File: src/rtl/idpw_pkg.sv
// Shared constants and types for the identification page write controller.
// Assumes an 8-bit serial byte and a 16-bit address field.
package idpw_pkg;
    localparam int          BYTE_W       = 8;
    localparam logic [7:0]  OPC_WR_IDPG  = 8'h82;
    localparam int          SEL_BIT_HI   = 2;   // address bit 10 as bit 2 of the high byte

    typedef enum logic [1:0] {
        PH_OPC  = 2'd0,
        PH_ADH  = 2'd1,
        PH_ADL  = 2'd2,
        PH_DATA = 2'd3
    } phase_t;

    typedef struct packed {
        logic [7:0] opcode;
        logic       addr_sel;     // address bit 10
        logic       data_seen;    // at least one complete data byte
        logic       on_boundary;  // bit count is a multiple of 8
    } frame_info_t;
endpackage

File: src/rtl/idpw_sync.sv
// Multi-bit synchronizer with edge detection.
// Each input bit passes through STAGES flops. One more flop yields rise and fall pulses.
// Assumes the inputs change slowly compared with clk.
module idpw_sync #(
    parameter int             N       = 3,
    parameter int             STAGES  = 2,
    parameter logic [N-1:0]   RST_VAL = '0
) (
    input  logic         clk,
    input  logic         rst_n,
    input  logic [N-1:0] din,
    output logic [N-1:0] lvl,
    output logic [N-1:0] rise,
    output logic [N-1:0] fall
);
    logic [N-1:0] prev_q;

    genvar s;
    for (s = 0; s < STAGES; s++) begin : g_stg
        logic [N-1:0] q;
        if (s == 0) begin : g_first
            // first stage samples the raw pins
            always_ff @(posedge clk) begin
                if (!rst_n) q <= RST_VAL;
                else        q <= din;
            end
        end else begin : g_next
            // later stages shift the previous stage along
            always_ff @(posedge clk) begin
                if (!rst_n) q <= RST_VAL;
                else        q <= g_stg[s-1].q;
            end
        end
    end

    assign lvl = g_stg[STAGES-1].q;

    // remember last synchronized level for edge detection
    always_ff @(posedge clk) begin
        if (!rst_n) prev_q <= RST_VAL;
        else        prev_q <= lvl;
    end

    assign rise = lvl & ~prev_q;
    assign fall = ~lvl & prev_q;
endmodule

File: src/rtl/idpw_deser.sv
// Frame deserializer. It shifts serial bits into bytes and tracks the frame phase.
// It keeps the opcode and address bit 10, and issues one byte strobe per completed byte.
// Assumes frame_start, sck_rise and cs_active come from one synchronizer.
module idpw_deser import idpw_pkg::*; (
    input  logic              clk,
    input  logic              rst_n,
    input  logic              frame_start,
    input  logic              cs_active,
    input  logic              sck_rise,
    input  logic              mosi,
    output logic              byte_stb,
    output logic [BYTE_W-1:0] byte_data,
    output phase_t            byte_phase,
    output frame_info_t       info
);
    logic [2:0]        bit_idx;
    logic [BYTE_W-2:0] shift_q;
    phase_t            phase_q;
    logic [7:0]        opcode_q;
    logic              sel_q;
    logic              seen_q;

    logic [BYTE_W-1:0] assembled;
    assign assembled = {shift_q, mosi};

    // shift bits, close bytes and advance the phase
    always_ff @(posedge clk) begin
        if (!rst_n) begin
            bit_idx    <= '0;
            shift_q    <= '0;
            phase_q    <= PH_OPC;
            opcode_q   <= '0;
            sel_q      <= 1'b0;
            seen_q     <= 1'b0;
            byte_stb   <= 1'b0;
            byte_data  <= '0;
            byte_phase <= PH_OPC;
        end else begin
            byte_stb <= 1'b0;
            if (frame_start) begin
                bit_idx  <= '0;
                shift_q  <= '0;
                phase_q  <= PH_OPC;
                opcode_q <= '0;
                sel_q    <= 1'b0;
                seen_q   <= 1'b0;
            end else if (sck_rise && cs_active) begin
                shift_q <= assembled[BYTE_W-2:0];
                bit_idx <= bit_idx + 3'd1;
                if (bit_idx == 3'd7) begin
                    byte_stb   <= 1'b1;
                    byte_data  <= assembled;
                    byte_phase <= phase_q;
                    case (phase_q)
                        PH_OPC: begin
                            opcode_q <= assembled;
                            phase_q  <= PH_ADH;
                        end
                        PH_ADH: begin
                            sel_q   <= assembled[SEL_BIT_HI];
                            phase_q <= PH_ADL;
                        end
                        PH_ADL: phase_q <= PH_DATA;
                        default: seen_q <= 1'b1;
                    endcase
                end
            end
        end
    end

    assign info.opcode      = opcode_q;
    assign info.addr_sel    = sel_q;
    assign info.data_seen   = seen_q;
    assign info.on_boundary = (bit_idx == 3'd0);
endmodule

File: src/rtl/idpw_store.sv
// Staging buffer and page array.
// Data bytes land in the staging entry picked by a wrapping offset and mark that entry.
// On commit, every marked entry is copied into the page in one clock.
// Assumes commit never coincides with a byte strobe.
module idpw_store import idpw_pkg::*; #(
    parameter int                PAGE_BYTES = 128,
    parameter logic [BYTE_W-1:0] ERASE_VAL  = 8'hFF,
    localparam int               ADDR_W     = $clog2(PAGE_BYTES)
) (
    input  logic              clk,
    input  logic              rst_n,
    input  logic              frame_start,
    input  logic              byte_stb,
    input  logic [BYTE_W-1:0] byte_data,
    input  phase_t            byte_phase,
    input  logic              commit,
    input  logic [ADDR_W-1:0] rd_addr,
    output logic [BYTE_W-1:0] rd_data
);
    logic [BYTE_W-1:0]     stage_q [PAGE_BYTES];
    logic [BYTE_W-1:0]     page_q  [PAGE_BYTES];
    logic [PAGE_BYTES-1:0] mark_q;
    logic [ADDR_W-1:0]     off_q;
    logic                  data_wr;

    assign data_wr = byte_stb && (byte_phase == PH_DATA);

    // load the start offset from the address low byte, then step it on each data byte
    always_ff @(posedge clk) begin
        if (!rst_n)                                        off_q <= '0;
        else if (byte_stb && byte_phase == PH_ADL)         off_q <= byte_data[ADDR_W-1:0];
        else if (data_wr)                                  off_q <= off_q + 1'b1;
    end

    // capture data bytes into staging and mark them; clear marks at frame start
    always_ff @(posedge clk) begin
        if (!rst_n) begin
            mark_q <= '0;
            for (int i = 0; i < PAGE_BYTES; i++) stage_q[i] <= '0;
        end else if (frame_start) begin
            mark_q <= '0;
        end else if (data_wr) begin
            for (int i = 0; i < PAGE_BYTES; i++) begin
                if (off_q == ADDR_W'(i)) begin
                    stage_q[i] <= byte_data;
                    mark_q[i]  <= 1'b1;
                end
            end
        end
    end

    // copy marked staging entries into the page on commit
    always_ff @(posedge clk) begin
        if (!rst_n) begin
            for (int i = 0; i < PAGE_BYTES; i++) page_q[i] <= ERASE_VAL;
        end else if (commit) begin
            for (int i = 0; i < PAGE_BYTES; i++) begin
                if (mark_q[i]) page_q[i] <= stage_q[i];
            end
        end
    end

    assign rd_data = page_q[rd_addr];
endmodule

File: src/rtl/idpw_ctrl.sv
// Command decision and write timer.
// At frame end it classifies the frame as ignored, rejected or accepted.
// Accepted frames start a TW_CYCLES write cycle; rejected ones clear the enable latch.
// Assumes frame_end is a single-cycle pulse.
module idpw_ctrl import idpw_pkg::*; #(
    parameter int  TW_CYCLES = 1000,
    localparam int CNT_W     = $clog2(TW_CYCLES + 1)
) (
    input  logic        clk,
    input  logic        rst_n,
    input  logic        frame_end,
    input  frame_info_t info,
    input  logic        wel_set,
    input  logic [1:0]  bp_in,
    input  logic        lock_in,
    output logic        wip,
    output logic        wel,
    output logic        commit
);
    logic [CNT_W-1:0] cnt_q;
    logic             well_formed;
    logic             guards_ok;
    logic             reject;
    logic             done;

    assign well_formed = (info.opcode == OPC_WR_IDPG) && !info.addr_sel && info.data_seen;
    assign guards_ok   = info.on_boundary && wel && (bp_in != 2'b11) && !wip && !lock_in;
    assign commit      = frame_end && well_formed && guards_ok;
    assign reject      = frame_end && well_formed && !guards_ok;
    assign done        = wip && (cnt_q == '0);

    // run the self-timed write cycle
    always_ff @(posedge clk) begin
        if (!rst_n) begin
            wip   <= 1'b0;
            cnt_q <= '0;
        end else if (commit) begin
            wip   <= 1'b1;
            cnt_q <= CNT_W'(TW_CYCLES - 1);
        end else if (done) begin
            wip   <= 1'b0;
        end else if (wip) begin
            cnt_q <= cnt_q - 1'b1;
        end
    end

    // enable latch: clearing beats setting
    always_ff @(posedge clk) begin
        if (!rst_n)              wel <= 1'b0;
        else if (done || reject) wel <= 1'b0;
        else if (wel_set)        wel <= 1'b1;
    end
endmodule

File: src/rtl/idpage_write_ctrl.sv
// Top of the identification page write controller.
// Synchronizes the serial pins, deserializes the frame, stages the data and decides at chip-select rise.
// Assumes spi_sck is slow enough that each level spans several clk cycles.
module idpage_write_ctrl import idpw_pkg::*; #(
    parameter int                PAGE_BYTES  = 128,
    parameter int                TW_CYCLES   = 1000,
    parameter int                SYNC_STAGES = 2,
    parameter logic [BYTE_W-1:0] ERASE_VAL   = 8'hFF,
    localparam int               ADDR_W      = $clog2(PAGE_BYTES)
) (
    input  logic              clk,
    input  logic              rst_n,
    input  logic              spi_sck,
    input  logic              spi_cs_n,
    input  logic              spi_mosi,
    input  logic              wel_set,
    input  logic [1:0]        bp_in,
    input  logic              lock_in,
    input  logic [ADDR_W-1:0] rd_addr,
    output logic              wip,
    output logic              wel,
    output logic [BYTE_W-1:0] rd_data
);
    logic [2:0]        s_lvl, s_rise, s_fall;
    logic              cs_rise, cs_fall, cs_active, sck_rise, mosi_s;
    logic              byte_stb;
    logic [BYTE_W-1:0] byte_data;
    phase_t            byte_phase;
    frame_info_t       info;
    logic              commit;
    logic              unused_sync_bits;

    idpw_sync #(.N(3), .STAGES(SYNC_STAGES), .RST_VAL(3'b100)) u_sync (
        .clk  (clk),
        .rst_n(rst_n),
        .din  ({spi_cs_n, spi_sck, spi_mosi}),
        .lvl  (s_lvl),
        .rise (s_rise),
        .fall (s_fall)
    );

    assign cs_rise   = s_rise[2];
    assign cs_fall   = s_fall[2];
    assign cs_active = !s_lvl[2];
    assign sck_rise  = s_rise[1];
    assign mosi_s    = s_lvl[0];
    assign unused_sync_bits = ^{s_lvl[1], s_rise[0], s_fall[1:0]};

    idpw_deser u_deser (
        .clk        (clk),
        .rst_n      (rst_n),
        .frame_start(cs_fall),
        .cs_active  (cs_active),
        .sck_rise   (sck_rise),
        .mosi       (mosi_s),
        .byte_stb   (byte_stb),
        .byte_data  (byte_data),
        .byte_phase (byte_phase),
        .info       (info)
    );

    idpw_store #(.PAGE_BYTES(PAGE_BYTES), .ERASE_VAL(ERASE_VAL)) u_store (
        .clk        (clk),
        .rst_n      (rst_n),
        .frame_start(cs_fall),
        .byte_stb   (byte_stb),
        .byte_data  (byte_data),
        .byte_phase (byte_phase),
        .commit     (commit),
        .rd_addr    (rd_addr),
        .rd_data    (rd_data)
    );

    idpw_ctrl #(.TW_CYCLES(TW_CYCLES)) u_ctrl (
        .clk      (clk),
        .rst_n    (rst_n),
        .frame_end(cs_rise),
        .info     (info),
        .wel_set  (wel_set),
        .bp_in    (bp_in),
        .lock_in  (lock_in),
        .wip      (wip),
        .wel      (wel),
        .commit   (commit)
    );
endmodule

File: config.mk
export PLATFORM = sky130hd
export DESIGN_NAME = idpage_write_ctrl
export DESIGN_NICKNAME = d
export VERILOG_FILES = /design/src/rtl/idpw_pkg.sv /design/src/rtl/idpw_sync.sv /design/src/rtl/idpw_deser.sv /design/src/rtl/idpw_store.sv /design/src/rtl/idpw_ctrl.sv /design/src/rtl/idpage_write_ctrl.sv
export SDC_FILE = /design/constraint.sdc
export NUM_CORES = 2
export LEC_CHECK = 0
export ABC_AREA = 1
export BUFFER_PORTS_ARGS = -buffer_cell sky130_fd_sc_hd__buf_2
export CORE_MARGIN = 5
export CORE_UTILIZATION = 36
export CTS_CLUSTER_SIZE = 16
export DETAILED_ROUTE_END_ITERATION = 10
export PLACE_DENSITY = 0.48
export SYNTH_ARGS = -nofsm -noshare
export SYNTH_HDL_FRONTEND = slang
export SYNTH_HIERARCHICAL = 1
export SYNTH_SLANG_ARGS = --single-unit
File: constraint.sdc
create_clock -name clk -period 4 [get_ports clk]
set_clock_uncertainty 0.1 [all_clocks]
set_input_delay 0.4 -clock clk [delete_from_list [all_inputs] [get_ports clk]]
set_output_delay 0.4 -clock clk [all_outputs]
set_load 0.02 [all_outputs]
==> flow_summary_export.csv <==
group,metric,value,unit
drt,vias,57800,
clocking,cts-root-buf,"clkbuf_16",
critical_path,cp_max_fo,36,
layout,final_util,41.1,%
die,rows,185,
critical_path,crit_required,4.40,ns
placement,place_area,96800,µm²
status,outcome,"completed",
power_and_ir_drop,power.leakage,38.5,nW
layout,fin_nets,8196,
sta,max_clock_freq,0.264,GHz
critical_path,critPathKind,"flip-flop to flip-flop",
drt,viasPerCell,4.92,
critical_path,crit_path_end_kind,"flip-flop",
sta,final.setup.tns,0,ns
layout,syn2layout_area_growth,13.7,%
sta,maxSlewHeadroom,12.3,%
critical_path,crit_start,"u_ctrl/wip",
logic_synthesis,synth_warnings,6,
grt,grt_pass1_vias,56900,
min_path,hold_path.class,"input pin to flip-flop",
layout,layout_commonest_cell,"edfxtp_1",
grt,grt.total_usage,19.4,%
die,die_h,516,µm
grt,antenna_found_initial,8,
clocking,numCtsBuffers,234,
run,cap_violations,0,
sta,slew_violations,0,
power_and_ir_drop,finalPower,51.5,mW
drt,totalWireLength,261000,µm
clocking,cts_buffer_depth,3,
power_and_ir_drop,cellInternalPower,40.0,mW
placement,dp_hpwl,164000,µm
die,core,254000,µm²
logic_synthesis,synth.cell_area,92100,µm²
die,dieArea,266000,µm²
sta,worst_pin_slew,1.30,ns
sta,setup_viol,0,
sta,min_period_over_period,94.6,%
power_and_ir_drop,p_sw_share,22.4,%
clocking,cts.clk_slew.worst_paths,0.06,ns
sta,whs,0.126,ns
placement,gp_congestion,0.875,
drt,drc,0,
layout,filler_cell_count,24200,
drt,firstDrtPassIters,6,
layout,final_cell_count_no_fill,11700,
clocking,htreeDepth,4,
critical_path,worst_ep_arrival_time,4.18,ns
grt,grt_first_pass_wirelength,382000,µm
layout,layout.area.seq,65300,µm²
sta,rsz0062_at_grt,"false",
placement,placedCellCount,11300,
sta,layout_setup_ws,0.216,ns
power_and_ir_drop,seqPwrFrac,52.0,%
critical_path,r2r_start,"u_ctrl/wip",
drt,drt_first_iter_violations,5096,
grt,grt_max_degree,221,
min_path,hold_path_startpoint,"spi_cs_n",
sta,post-route-min-period,3.78,ns
layout,design_area,105000,µm²
logic_synthesis,syn_avg_cell_area,11.4,µm²
drt,detail-route-antenna-nets,0,
placement,port_buffers,25,
die,ios,26,
grt,grt_overflow_total,0,
power_and_ir_drop,switchingPower,11.5,mW
critical_path,worst-r2r-setup-slack,0.22,ns
sta,finalHoldViolations,0,
logic_synthesis,syn_inst,8099,
clocking,cts_tree,"built",
power_and_ir_drop,clkPwrFrac,42.8,%
drt,wl_per_cell,22.2,µm
die,die_w,516,µm
power_and_ir_drop,power_density,492,nW/µm²
layout,layout_common_cells,"2048 x edfxtp_1, 1989 x nand2_1, 974 x nand3_1, 730 x inv_1, 671 x nor2_1",
logic_synthesis,syn_nets,8127,
critical_path,startpoint_type,"flip-flop",
layout,drive_gt1_share,15.4,%
clocking,cts_setup_buffers,0,
layout,multiInputGateArea,21700,µm²
die,initial_core_util,36.2,%
power_and_ir_drop,comb_power_share,5.2,%
clocking,clk_latency,0.90,ns
placement,placement.setup.worst_slack,0.256,ns
clocking,clock_sinks,2236,
power_and_ir_drop,max-vdd-ir-drop,0.000407,V
worst max-delay path, cell delays in order, from the launching register on:
cell and delay [ns]:
dfxtp_1 0.32, nor2_2 0.09, nand2_1 0.05, dlygate4sd3_1 0.57, nor2_2 0.12, nand3_2 0.25, inv_1 0.24, inv_8 0.15
buf_12 0.26, buf_4 0.20, o21ai_0 0.92
area by class of cell:
class                      count  share of cell area [%]
tap                         3366                    4.02
inverter                     762                    2.79
clock buffer                 309                    5.99
antenna                        3                 0.00717
multi-input combinational   4647                    20.7
timing repair buffer         287                    2.68
clock inverter               133                    1.47
sequential                  2236                    62.3
registers in the layout, summed over array words and instances, names as in the netlist, 2 cells and up:
| register | count |
|---|---|
| u_store/off_q | 7 |
| u_deser/byte_data | 8 |
| u_deser/byte_phase | 2 |
| u_deser/shift_q | 7 |
| u_sync/lvl | 3 |
| u_sync/g_stg.q | 3 |
| u_ctrl/cnt_q | 10 |
| u_store/page_q | 1024 |
| u_store/mark_q | 128 |
| u_sync/prev_q | 2 |
| u_deser/bit_idx | 3 |
| u_store/stage_q | 1024 |
| u_deser/phase_q | 2 |
| u_deser/opcode_q | 8 |
routing by layer:
layer	share of wire [%]	vias up	GRT usage (%)
met5	0	-	0
met3	5.3	371	2.53
li1	-	27200	-
met1	45	28700	27.2
met4	3.4	0	6.50
met2	47	1561	31.2
power groups by stage:
stage | Combinational [mW] | Sequential (mW) | Clock [mW]
2_1_floorplan | 1.70 | 27.1 | 0
3_3_place_gp | 2.65 | 27.3 | 0
3_5_place_dp | 2.67 | 27.3 | 0
4_1_cts | 2.68 | 26.8 | 22.6
5_1_grt | 2.91 | 26.8 | 23.6
6_report | 2.66 | 26.8 | 22.0
final timing paths:
kind | endpoint | depth (start not counted)
min reg2reg | u_sync/lvl[2] | 2
max reg2reg | u_store/page_q[109][6] | 10
min | u_sync/g_stg[0].q[2] | 4
max | u_store/page_q[109][6] | 10
what timing repair did:
action / CTS / global route
hold buffers: 8 / 0
endpoints found under the hold margin: 19 / 0
gates resized for setup: 0 / 4
endpoints found under the setup margin: 0 / 23
(Power assumes the default switching activity.)
